File: src/rtl/hfc_pkg.sv
package hfc_pkg;

   typedef enum logic [1:0] {
      ST_IDLE  = 2'd0,
      ST_ALIGN = 2'd1,
      ST_SUM   = 2'd2
   } hfc_state_e;

   typedef struct packed {
      logic lgt;
      logic agt;
      logic eq;
   } hfc_flags_t;

endpackage

File: src/rtl/hfc_unpack.sv
module hfc_unpack #(
   parameter int EXP_W     = 7,
   parameter int FRAC_W    = 24,
   parameter int MAN_W     = 32,
   parameter bit FLIP_SIGN = 1'b0
) (
   input  logic [EXP_W+FRAC_W:0]    word_i,
   output logic [EXP_W-1:0]         exp_o,
   output logic signed [MAN_W-1:0]  man_o
);
   localparam int PAD_W  = MAN_W - FRAC_W;
   localparam int SIGN_B = EXP_W + FRAC_W;

   if (PAD_W < 2) begin : g_bad_pad
      $error("hfc_unpack: mantissa needs two spare bits above the fraction");
   end

   logic                    neg;
   logic signed [MAN_W-1:0] mag;

   always_comb begin
      neg   = word_i[SIGN_B] ^ FLIP_SIGN;
      exp_o = word_i[FRAC_W +: EXP_W];
      mag   = $signed({{PAD_W{1'b0}}, word_i[FRAC_W-1:0]});
      man_o = neg ? -mag : mag;
   end

endmodule

File: src/rtl/hfc_align.sv
module hfc_align #(
   parameter int EXP_W      = 7,
   parameter int MAN_W      = 32,
   parameter int CUTOFF     = 6,
   parameter bit ALIGN_ITER = 1'b1
) (
   input  logic                     clk,
   input  logic                     rst_n,
   input  logic                     load_i,
   input  logic                     step_i,
   input  logic [EXP_W-1:0]         exp_a_i,
   input  logic [EXP_W-1:0]         exp_b_i,
   input  logic signed [MAN_W-1:0]  man_a_i,
   input  logic signed [MAN_W-1:0]  man_b_i,
   output logic signed [MAN_W-1:0]  man_a_o,
   output logic signed [MAN_W-1:0]  man_b_o,
   output logic                     aligned_o
);
   localparam logic [EXP_W-1:0] CUT_V = EXP_W'(CUTOFF);

   logic [EXP_W-1:0]         ea_q, eb_q;
   logic signed [MAN_W-1:0]  ma_q, mb_q;

   logic                     a_big;
   logic [EXP_W-1:0]         gap;
   logic                     drop;
   logic [EXP_W-1:0]         big_e;
   logic signed [MAN_W-1:0]  small_m;
   logic signed [MAN_W-1:0]  small_nx;
   logic [EXP_W-1:0]         small_e_nx;
   logic signed [MAN_W-1:0]  move_m;
   logic [EXP_W-1:0]         move_e;

   always_comb begin
      a_big   = ea_q > eb_q;
      gap     = a_big ? (ea_q - eb_q) : (eb_q - ea_q);
      drop    = gap >= CUT_V;
      big_e   = a_big ? ea_q : eb_q;
      small_m = a_big ? mb_q : ma_q;
   end

   if (ALIGN_ITER) begin : g_iter
      logic [EXP_W-1:0] small_e;
      always_comb begin
         small_e    = a_big ? eb_q : ea_q;
         small_nx   = small_m >>> 4;
         small_e_nx = small_e + EXP_W'(1);
      end
   end else begin : g_barrel
      always_comb begin
         small_nx   = small_m >>> {gap, 2'b00};
         small_e_nx = big_e;
      end
   end

   always_comb begin
      move_m = drop ? '0 : small_nx;
      move_e = drop ? big_e : small_e_nx;
   end

   always_ff @(posedge clk) begin
      if (!rst_n) begin
         ea_q <= '0;
         eb_q <= '0;
         ma_q <= '0;
         mb_q <= '0;
      end else if (load_i) begin
         ea_q <= exp_a_i;
         eb_q <= exp_b_i;
         ma_q <= man_a_i;
         mb_q <= man_b_i;
      end else if (step_i && !aligned_o) begin
         if (a_big) begin
            mb_q <= move_m;
            eb_q <= move_e;
         end else begin
            ma_q <= move_m;
            ea_q <= move_e;
         end
      end
   end

   assign man_a_o   = ma_q;
   assign man_b_o   = mb_q;
   assign aligned_o = (ea_q == eb_q);

endmodule

File: src/rtl/hfc_flags.sv
module hfc_flags
   import hfc_pkg::*;
#(
   parameter int MAN_W = 32
) (
   input  logic                     clk,
   input  logic                     rst_n,
   input  logic                     capture_i,
   input  logic signed [MAN_W-1:0]  man_a_i,
   input  logic signed [MAN_W-1:0]  man_b_i,
   output hfc_flags_t               flags_o
);
   logic signed [MAN_W-1:0] sum;
   hfc_flags_t              nx;
   hfc_flags_t              flags_q;

   always_comb begin
      sum    = man_a_i + man_b_i;
      nx.eq  = ~|sum;
      nx.lgt = |sum;
      nx.agt = ~sum[MAN_W-1] & (|sum);
   end

   always_ff @(posedge clk) begin
      if (!rst_n) begin
         flags_q <= '0;
      end else if (capture_i) begin
         flags_q <= nx;
      end
   end

   assign flags_o = flags_q;

endmodule

File: src/rtl/hfc_compare.sv
module hfc_compare
   import hfc_pkg::*;
#(
   parameter int EXP_W       = 7,
   parameter int FRAC_DIGITS = 6,
   parameter int CUTOFF      = 6,
   parameter bit ALIGN_ITER  = 1'b1,
   localparam int FRAC_W     = 4 * FRAC_DIGITS,
   localparam int WORD_W     = 1 + EXP_W + FRAC_W
) (
   input  logic              clk,
   input  logic              rst_n,
   input  logic              start_i,
   input  logic [WORD_W-1:0] acc_i,
   input  logic [WORD_W-1:0] opd_i,
   output logic              done_o,
   output logic              lgt_o,
   output logic              agt_o,
   output logic              eq_o
);
   localparam int MAN_W = FRAC_W + 8;

   if (EXP_W < 2) begin : g_bad_exp
      $error("hfc_compare: EXP_W must be at least 2");
   end
   if (FRAC_DIGITS < 1) begin : g_bad_frac
      $error("hfc_compare: FRAC_DIGITS must be at least 1");
   end
   if (CUTOFF < 1 || CUTOFF >= (1 << EXP_W)) begin : g_bad_cut
      $error("hfc_compare: CUTOFF must lie within the exponent range");
   end

   hfc_state_e              state_q;
   logic                    done_q;
   logic                    load, step, capture, aligned;
   logic [EXP_W-1:0]        exp_a, exp_b;
   logic signed [MAN_W-1:0] man_a, man_b, al_a, al_b;
   hfc_flags_t              flags;

   hfc_unpack #(
      .EXP_W(EXP_W), .FRAC_W(FRAC_W), .MAN_W(MAN_W), .FLIP_SIGN(1'b0)
   ) u_unpack_acc (
      .word_i(acc_i), .exp_o(exp_a), .man_o(man_a)
   );

   hfc_unpack #(
      .EXP_W(EXP_W), .FRAC_W(FRAC_W), .MAN_W(MAN_W), .FLIP_SIGN(1'b1)
   ) u_unpack_opd (
      .word_i(opd_i), .exp_o(exp_b), .man_o(man_b)
   );

   hfc_align #(
      .EXP_W(EXP_W), .MAN_W(MAN_W), .CUTOFF(CUTOFF), .ALIGN_ITER(ALIGN_ITER)
   ) u_align (
      .clk(clk), .rst_n(rst_n), .load_i(load), .step_i(step),
      .exp_a_i(exp_a), .exp_b_i(exp_b), .man_a_i(man_a), .man_b_i(man_b),
      .man_a_o(al_a), .man_b_o(al_b), .aligned_o(aligned)
   );

   hfc_flags #(
      .MAN_W(MAN_W)
   ) u_flags (
      .clk(clk), .rst_n(rst_n), .capture_i(capture),
      .man_a_i(al_a), .man_b_i(al_b), .flags_o(flags)
   );

   always_comb begin
      load    = (state_q == ST_IDLE) && start_i;
      step    = (state_q == ST_ALIGN);
      capture = (state_q == ST_SUM);
   end

   always_ff @(posedge clk) begin
      if (!rst_n) begin
         state_q <= ST_IDLE;
         done_q  <= 1'b0;
      end else begin
         done_q <= capture;
         case (state_q)
            ST_IDLE:  if (start_i) state_q <= ST_ALIGN;
            ST_ALIGN: if (aligned) state_q <= ST_SUM;
            ST_SUM:   state_q <= ST_IDLE;
            default:  state_q <= ST_IDLE;
         endcase
      end
   end

   assign done_o = done_q;
   assign lgt_o  = flags.lgt;
   assign agt_o  = flags.agt;
   assign eq_o   = flags.eq;

endmodule

File: config.mk
export PLATFORM = sky130hd
export DESIGN_NAME = hfc_compare
export DESIGN_NICKNAME = d
export VERILOG_FILES = /design/src/rtl/hfc_pkg.sv /design/src/rtl/hfc_unpack.sv /design/src/rtl/hfc_align.sv /design/src/rtl/hfc_flags.sv /design/src/rtl/hfc_compare.sv
export SDC_FILE = /design/constraint.sdc
export NUM_CORES = 1
export LEC_CHECK = 0
export BUFFER_PORTS_ARGS = -buffer_cell sky130_fd_sc_hd__buf_2
export CORE_ASPECT_RATIO = 0.75
export CORE_UTILIZATION = 50
export CTS_CLUSTER_SIZE = 28
export DETAILED_ROUTE_END_ITERATION = 6
export PLACE_DENSITY = 0.69
export SETUP_SLACK_MARGIN = 0.5
export SLEW_MARGIN = 15
export SYNTH_ARGS = -nofsm -noshare
export SYNTH_HDL_FRONTEND = slang
export SYNTH_SLANG_ARGS = --single-unit
File: constraint.sdc
create_clock -name clk -period 9.7 [get_ports clk]
set_input_delay 1.94 -clock clk [delete_from_list [all_inputs] [get_ports clk]]
set_output_delay 1.94 -clock clk [all_outputs]
set_load 0.05 [all_outputs]
* Word level (Yosys, flattened, before mapping)
Index checks and enable logic that the tools add are counted.
** Word-level totals
- Bits in registers :: 84
- Input port bits :: 67
** Operators by class
- Add/subtract/negate cells :: 6
- Magnitude comparators :: 2
- Equality and inequality tests :: 6
- Mux-type cells :: 23
- Bitwise operators :: 2
- Reductions and logical operators :: 11
** Operators by type and width (count)
- $mux W32 :: 10
- $mux W7 :: 10
- $neg A24 Y32 :: 2
- $add A32 B32 Y32 :: 1
- $reduce_or A32 Y1 :: 1
- $sub A7 B7 Y7 :: 2
- $add A7 B1 Y7 const B :: 1
- $eq A7 B7 Y1 :: 1
- $ge A7 B3 Y1 const B :: 1
- $gt A7 B7 Y1 :: 1
- $ne A2 B2 Y1 const B :: 3
- $reduce_and A2 Y1 :: 3
- $mux W2 :: 2
- $pmux W2 S2 :: 1
- $reduce_bool A2 Y1 :: 2
- $eq A2 B1 Y1 const B :: 1
- $eq A2 B2 Y1 const B :: 1
- $logic_and A1 B1 Y1 :: 2
- $logic_not A1 Y1 :: 2
- $logic_not A2 Y1 :: 1
- $and A1 B1 Y1 :: 1
- $not A1 Y1 :: 1

* Longest topological paths before layout
Gate-level depths: netlist of the first run.
- Word-level depth :: 7
- Mapped depth :: 19
- Mapped depth without buffers :: 15

* Hierarchy
From an unflattened synthesis of the first run, not the netlist that was laid out.
** Unflattened totals
- Cell total of the unflattened synthesis :: 1155
- Area total of the unflattened synthesis :: 8739.6 µm²
** By module, submodules not included
- hfc_align :: instances 1, cells each 630, area an instance 4956.0 µm², sequential area each 1561.5 µm²
- hfc_flags :: instances 1, cells each 320, area an instance 2265.9 µm², sequential area each 60.1 µm²
- hfc_unpack at u_unpack_acc :: instances 1, cells each 90, area an instance 724.4 µm², sequential area each 0.0 µm²
- hfc_unpack at u_unpack_opd :: instances 1, cells each 102, area an instance 676.9 µm², sequential area each 0.0 µm²
- hfc_compare :: instances 1, cells each 13, area an instance 116.4 µm², sequential area each 60.1 µm²

* Worst setup path after synthesis of the first run
OpenSTA, ideal clock, no wires.
- Kind :: input to register
- From :: input acc_i[4]
- To :: register u_align.ma_q[21] (netlist: u_align.man_a_o[21])
- Data arrival time :: 3918 ps
- Required time :: 9577 ps
- Setup slack :: 5659 ps
- Stages on the path :: 9
- Buffers on the path :: 0
- Path through :: nor3_1 -> nand2_1 -> or3_1 -> or3_1 -> or3_1 -> o41ai_1 -> xnor2_1 -> a221oi_1 -> nor2_1
** On the way
- Word-level cells in the longest chain between the ends :: 3
** Ends and longest elaborated chain
- start: declaration :: RTL line hfc_compare.sv:14 : input logic [WORD_W-1:0] acc_i,
- $neg A24 Y32 :: RTL line hfc_unpack.sv:25 : man_o = neg ? -mag : mag;
- $mux W32 :: RTL line hfc_unpack.sv:25
- $mux W32 :: RTL line hfc_align.sv:67 : end else if (load_i) begin
- end signal: assignment :: RTL line hfc_align.sv:70 : ma_q <= man_a_i;
- end signal: assignment :: RTL line hfc_align.sv:77 : ma_q <= move_m;
- end: declaration :: RTL line hfc_align.sv:22 : logic signed [MAN_W-1:0] ma_q, mb_q;
Every way passes these cells.
A chain may end at the register's enable or synchronous reset.

* Worst setup path in the final report of the first run
- From :: register u_align.eb_q[6]
- To :: register u_align.ma_q[23] (netlist: u_align.man_a_o[23])
** On the way
- Word-level cells in the longest chain between the ends :: 7
- Elaborated cells between the ends (all ways) :: 16
- Those cells by class :: add/sub (2); order compare (2); eq/ne (2); mux (6); reduce/logical (4)
** Ends and longest elaborated chain
- start: declaration :: RTL line hfc_align.sv:21 : logic [EXP_W-1:0] ea_q, eb_q;
- start signal: assignment :: RTL line hfc_align.sv:69 : eb_q <= exp_b_i;
- start signal: assignment :: RTL line hfc_align.sv:75 : eb_q <= move_e;
- $sub A7 B7 Y7 or $gt A7 B7 Y1 (tied branches) :: RTL line hfc_align.sv:36, hfc_align.sv:35
- $mux W7 :: RTL line hfc_align.sv:36 : gap = a_big ? (ea_q - eb_q) : (eb_q - ea_q);
- $ge A7 B3 Y1 :: RTL line hfc_align.sv:37 : drop = gap >= CUT_V;
- $mux W32 :: RTL line hfc_align.sv:57 : move_m = drop ? '0 : small_nx;
- $mux W32 :: RTL line hfc_align.sv:73 : if (a_big) begin
- $mux W32 :: RTL line hfc_align.sv:72 : end else if (step_i && !aligned_o) begin
- $mux W32 :: RTL line hfc_align.sv:67
Several ways; a longest one is shown, not always the timed one. The select of a mux whose other input is x is not followed.

==> results.yml, run 1 <==
placement:
  dpl-instance-area_mm2: 0.00805
  dpl.hpwl_um: 18900
  portBuffers: 70
  gp_congestion: 0.990
detailed_routing:
  first_iter_violations: 875
  dr.pass1.iters: 7
  wirelength_um: 25200
  post_drt_wl_per_cell_um: 19.2
  post-route-drc-count: 0
  drtAntennaViolNets: 0
  routed-via-count: 8199
  post_drt_via_cell_ratio: 6.27
floorplan:
  placementRows: 38
  ios: 71
  die_area_mm2: 0.0157
  die_h_um: 109
  coreArea_mm2: 0.0146
  initial_core_util_pct: 52.0
  die_w_um: 144
grt:
  grt_pass1_wl_um: 39100
  grt_pass1_vias: 7107
  grt_max_degree: 66
  antenna_found_initial: 0
  grt_use_total_pct: 32.6
  overflow: 0
yosys:
  synth_nets: 1191
  yosysMostFrequentCell: "a21oi_1"
  yosysUniqueCellTypes: 73
  syn_area_mm2: 0.00761
  netlist.area_leader.share_pct: 22.1
  ys_seq_area_share_pct: 22.1
  synth_common_cells: "a21oi_1 (151), nand2_1 (111), o21ai_0 (89)"
  synthCells: 1074
  synth_area_per_cell_um2: 7.09
  synth_flop_cell: "dfxtp_1"
  ys_warn_count: 0
  synth_edf_count: 0
  netlist_top_cells_area: "dfxtp_1 (22%), a21oi_1 (9.9%), ha_1 (7.7%)"
  yosys.area.top_type: "dfxtp_1"
  async_flop_share_pct: 0
  synth_seq_cells: 84
cells_and_area:
  nNetsFinal: 1218
  multiInputGateArea_mm2: 0.00555
  regArea_mm2: 0.00168
  fin_area_mm2: 0.00837
  synthToLayoutAreaGrowth_pct: 9.96
  drive_gt1_share_pct: 10.0
  nFillCells: 1462
setup_path:
  critPathMaxFanout: 40
  crit_chain: "inv_1, ha_1, a21oi_1, a21oi_2, nor2_4, buf_4, mux4_2, nor4_4, nand3_1, buf_4, or3_1, a21oi_1"
  max_stage_delay_ns: 0.60
  worst-path-buf-inv: 3
  required_ns: 9.98
  cp_top_family: "simple AND/OR/NAND/NOR gates"
  startpoint_type: "flip-flop"
  crit_type: "reg2reg"
  cp-end-kind: "flip-flop"
  critPathSlowestCell: "mux4_2"
  timing.rr.start: "u_align.eb_q[6]$_SDFFE_PN0P_"
  rr_worst_depth: 12
  r2r_setup_slack_ns: 4.85
  r2r_end: "u_align.man_a_o[23]$_SDFFE_PN0P_"
  arrival_ns: 5.13
power:
  seqPwrFrac_pct: 20.9
  power.total_mw: 2.51
  switchingPower_mw: 1.32
  p_comb_share_pct: 64.3
  p_int_mw: 1.19
  p_per_area_mw_per_mm2: 299
  p_leak_nw: 3.30
  peakVddDrop_v: 0.000196
  pwr-share-clk_pct: 14.8
  switching_share_pct: 52.5
clock_tree:
  cts_buffers: 9
  cts_resized: 0
  post_cts_buffers: 0
  clk_pin_slew_ns: 0.07
  insertion_delay_ns: 0.35
  cts_tree: "yes"
  cts_root_buf: "clkbuf_16"
  cts_num_sinks: 84
  htree_levels: 3
  ctsHoldBuffers: 0
  clock_path_buffers: 2
hold_path:
  hold_class: "reg2reg"
  hold_start: "u_flags.flags_o[0]$_SDFFE_PN0P_"
  whs_path_depth: 1
  hold_end: "u_flags.flags_o[0]$_SDFFE_PN0P_"
sta:
  relSlewSlack_pct: 20.3
  setup_violations: 0
  finalCritPeriodShare_pct: 50.0
  final_max_slew_viol_count: 0
  max_freq_mhz: 206
  fin_setup_tns_ns: 0
  hold_violations: 0
  grt_setup_unrepaired: "no"
  tightest_slew_ns: 1.18
  skew_ns: 0.00843
  period_minus_slack_ns: 4.85
job:
  max_cap_violations: 0
status:
  status: "finished clean"
per-layer routing:
metal | track usage, % | wire (µm) | share of wire [%] | vias up
met3 | 7.82 | 2140 | 8.5 | 29
met4 | 7.52 | 397 | 1.6 | 0
met2 | 44.8 | 10000 | 40 | 339
met5 | 0 | 0 | 0 | -
met1 | 49.8 | 12600 | 50 | 3835
li1 | - | - | - | 3996
flip-flops by register name, summed over array words and instances (netlist names):
register / cells
state_q: 2
u_align.man_a_o: 32
u_align.man_b_o: 32
u_align.ea_q: 7
u_align.eb_q: 7
done_o: 1
u_flags.flags_o: 3
power by group through the flow:
stage	Clock [mW]	Combinational, mW	Sequential, mW
floorplan	0	1.18	0.495
global placement	0	1.57	0.530
detailed placement	0	1.57	0.530
CTS	0.372	1.58	0.523
global route	0.389	1.76	0.535
finish	0.370	1.61	0.525
cell type report:
class	instances	share of cell area, %
inverter	39	1.75
sequential	84	20.1
multi-input combinational	888	66.4
clock buffer	9	2.69
tap	200	2.99
antenna	2	0.0598
timing repair buffer	79	4.99
clock inverter	7	1.06
kinds of logic (layout without fill, tap and decap cells):
family          Yosys count  in the layout  share of synthesized area (%)
buf+inv                 102            134                           5.10
other cells               0              2                              0
fa+ha+maj                50             50                           8.52
xor+xnor                 64             64                           7.37
simple gates            353            353                           22.3
flops                    84             84                           22.1
mux                      19             19                           2.76
compound gates          402            402                           31.9
placed cells by master, fill, tap and decap left out, types with 27 or more instances in the layout:
| cell | count |
|---|---|
| a21oi_1 | 151 |
| nand3_1 | 34 |
| ha_1 | 47 |
| nor2_1 | 84 |
| xnor2_1 | 36 |
| o21ai_0 | 89 |
| dfxtp_1 | 84 |
| nand2_1 | 111 |
| buf_2 | 70 |
| inv_1 | 39 |
| xor2_1 | 28 |
| o21ai_1 | 27 |
worst max path at each step:
stage                                             from                                to  slack [ns]  cells past startpoint
final                     u_align.eb_q[6]$_SDFFE_PN0P_  u_align.man_a_o[23]$_SDFFE_PN0P_        4.85                     12
after global routing      u_align.eb_q[6]$_SDFFE_PN0P_  u_align.man_a_o[19]$_SDFFE_PN0P_        4.35                     12
after CTS                 u_align.eb_q[4]$_SDFFE_PN0P_  u_align.man_b_o[23]$_SDFFE_PN0P_        4.90                     13
after detailed placement  u_align.eb_q[4]$_SDFFE_PN0P_  u_align.man_b_o[23]$_SDFFE_PN0P_        4.91                     13
after global placement    u_align.eb_q[4]$_SDFFE_PN0P_  u_align.man_b_o[23]$_SDFFE_PN0P_        5.02                     13
after floorplan                               acc_i[4]  u_align.man_a_o[21]$_SDFFE_PN0P_        5.66                      9
stage by stage:
stage | setup slack (ns) | std cells | util (%) | hold WS [ns]
detailed placement | 4.91 | 1290 | 55.0 | 0.488
finish | 4.85 | 1308 | 57.1 | 0.499
floorplan | 5.66 | 1074 | - | 0.453
global placement | 5.02 | 1290 | 55.0 | 0.483
global route | 4.35 | 1306 | 57.1 | 0.519
CTS | 4.90 | 1306 | 57.1 | 0.504
No activity file was read; power rests on OpenSTA's default activity.
==> inputs of run 2 (changes only) <==
==> constraint.sdc (replaced) <==
create_clock -name clk -period 4.8 [get_ports clk]
set_input_delay 0.96 -clock clk [delete_from_list [all_inputs] [get_ports clk]]
set_output_delay 0.96 -clock clk [all_outputs]
set_load 0.05 [all_outputs]
==> run 2 against run 1 <==
Die area unchanged. Register-to-register slack got worse by 4.1 ns. Final cell count increased by 0.46%. Sequential share of layout area decreased by 0.23 points. Sequential cell count unchanged. Critical path depth decreased by 1. Sequential power increased by 100%. Clock-buffer cell count increased by 2. Worst hold slack improved by 0.016 ns. Combinational power increased by 110%. Critical path type unchanged. Largest cell class unchanged.
==> results.yml, run 2 (synthesis gave the netlist of run 1 again) <==
floorplan:
  die_h_um: 109
  die_area_mm2: 0.0157
  ios: 71
  coreArea_mm2: 0.0146
  die_w_um: 144
  placementRows: 38
  initial_core_util_pct: 52.0
cells_and_area:
  nNetsFinal: 1226
  synthToLayoutAreaGrowth_pct: 11.2
  fin_cells: 1314
  drive_gt1_share_pct: 10.8
  final_cell_mix: "a21oi_1 (151), nand2_1 (111), o21ai_0 (89)"
  antenna_cells: 0
  final_common_cell: "a21oi_1"
  nFillCells: 1444
  fin_util_pct: 57.8
setup_path:
  critPathMaxFanout: 11
  crit_type: "reg2reg"
  required_ns: 5.08
  cp-end-kind: "flip-flop"
  r2r_setup_slack_ns: 0.80
  startpoint_type: "flip-flop"
  r2r_end: "u_align.ea_q[4]$_SDFFE_PN0P_"
  timing.rr.start: "u_align.eb_q[6]$_SDFFE_PN0P_"
  rr_worst_depth: 11
  arrival_ns: 4.28
placement:
  dpl.hpwl_um: 19200
  dpl.cell_count: 1298
  portBuffers: 70
  gp_congestion: 0.974
grt:
  grt_max_degree: 51
  grt_pass1_vias: 7189
  grt_use_total_pct: 32.6
  grt_pass1_wl_um: 39500
  antenna_found_initial: 0
  overflow: 0
detailed_routing:
  drtAntennaViolNets: 0
  wirelength_um: 25300
  first_iter_violations: 822
  dr.pass1.iters: 5
  post-route-drc-count: 0
  wl_met1_um: 12400
  post_drt_wl_per_cell_um: 19.2
  dr_wl_met3_um: 2410
  routed-via-count: 8158
  post_drt_via_cell_ratio: 6.21
  wl_met2_um: 9980
  top_layer: "met4"
sta:
  skew_ns: 0.00822
  finalCritPeriodShare_pct: 83.4
  max_freq_mhz: 250
  tightest_slew_ns: 1.03
  grt_setup_unrepaired: "no"
  setup_violations: 0
  holdWs_ns: 0.515
  hold_violations: 0
  fin_setup_tns_ns: 0
  relSlewSlack_pct: 30.5
  period_minus_slack_ns: 4.00
  final_max_slew_viol_count: 0
power:
  p_per_area_mw_per_mm2: 616
  switching_share_pct: 50.8
  p_int_mw: 2.57
  p_comb_share_pct: 64.0
  peakVddDrop_v: 0.000371
  power.total_mw: 5.22
  pwr-share-clk_pct: 15.9
  p_leak_nw: 3.35
  seqPwrFrac_pct: 20.1
  switchingPower_mw: 2.65
status:
  status: "finished clean"
clock_tree:
  cts_buffers: 9
  cts_root_buf: "clkbuf_16"
  ctsHoldBuffers: 0
  clock_path_buffers: 2
  post_cts_buffers: 0
  insertion_delay_ns: 0.35
  cts_tree: "yes"
  cts_num_sinks: 84
  htree_levels: 3
  clk_pin_slew_ns: 0.07
  cts_resized: 0
hold_path:
  hold_start: "u_align.man_b_o[31]$_SDFFE_PN0P_"
  hold_class: "reg2reg"
  whs_path_depth: 2
  hold_end: "u_align.man_b_o[31]$_SDFFE_PN0P_"
job:
  max_cap_violations: 0
==> run 2: cell count changes in the layout (fill, tap and decap cells not counted), sizes merged <==
cell,delta
clkinvlp,-1
diode,-2
clkinv,+1
inv,-4
clkbuf,+2
buf,+8
bufinv,+2
==> run 2: per-layer routing <==
| metal | global-route usage (%) | up-vias |
|---|---|---|
| met5 | 0 | - |
| met4 | 8.50 | 0 |
| met3 | 6.85 | 39 |
| met2 | 44.1 | 388 |
| met1 | 50.7 | 3730 |
| li1 | - | 4001 |
==> run 2: how the worst max path moves through the flow <==
stage / start / end
after global placement: u_align.eb_q[6]$_SDFFE_PN0P_ / u_align.ea_q[0]$_SDFFE_PN0P_
after CTS: u_align.eb_q[6]$_SDFFE_PN0P_ / u_align.ea_q[0]$_SDFFE_PN0P_
after global routing: u_align.eb_q[4]$_SDFFE_PN0P_ / u_align.ea_q[4]$_SDFFE_PN0P_
final: u_align.eb_q[6]$_SDFFE_PN0P_ / u_align.ea_q[4]$_SDFFE_PN0P_
after floorplan: u_align.eb_q[0]$_SDFFE_PN0P_ / u_align.eb_q[6]$_SDFFE_PN0P_
after detailed placement: u_align.eb_q[6]$_SDFFE_PN0P_ / u_align.ea_q[0]$_SDFFE_PN0P_
==> run 2: worst max-delay path, cell delays in order, from the launching register on <==
cell and delay (ns):
dfxtp_1 0.41, inv_1 0.11, ha_1 0.40, a21oi_1 0.45, a21oi_2 0.18, nor2_4 0.14, mux4_2 0.54, nor4_4 0.49
nand2_2 0.36, mux2_2 0.36, a311o_1 0.35, o21ai_1 0.13
==> run 2: area by class of cell <==
class / count / area (µm²) / area share [%]
Multi-Input combinational cell: 888 / 5560 / 65.7
Inverter: 39 / 146 / 1.73
Timing Repair Buffer: 87 / 478 / 5.65
Tap cell: 200 / 250 / 2.96
Sequential cell: 84 / 1680 / 19.9
Clock inverter: 5 / 108 / 1.27
Clock buffer: 11 / 243 / 2.87
==> run 2: per-stage QoR <==
step | area, µm² | setup slack (ns)
floorplan | 7610 | 0.878
global placement | 8110 | 0.830
detailed placement | 8110 | 0.762
CTS | 8460 | 0.749
global route | 8460 | 0.575
finish | 8460 | 0.795
==> run 2: power groups by stage <==
stage               registers (mW)  logic, mW  clock network [mW]
floorplan                     1.00       2.38                   0
global placement              1.06       3.23                   0
detailed placement            1.06       3.22                   0
CTS                           1.05       3.24               0.829
global route                  1.07       3.65               0.864
finish                        1.05       3.34               0.830
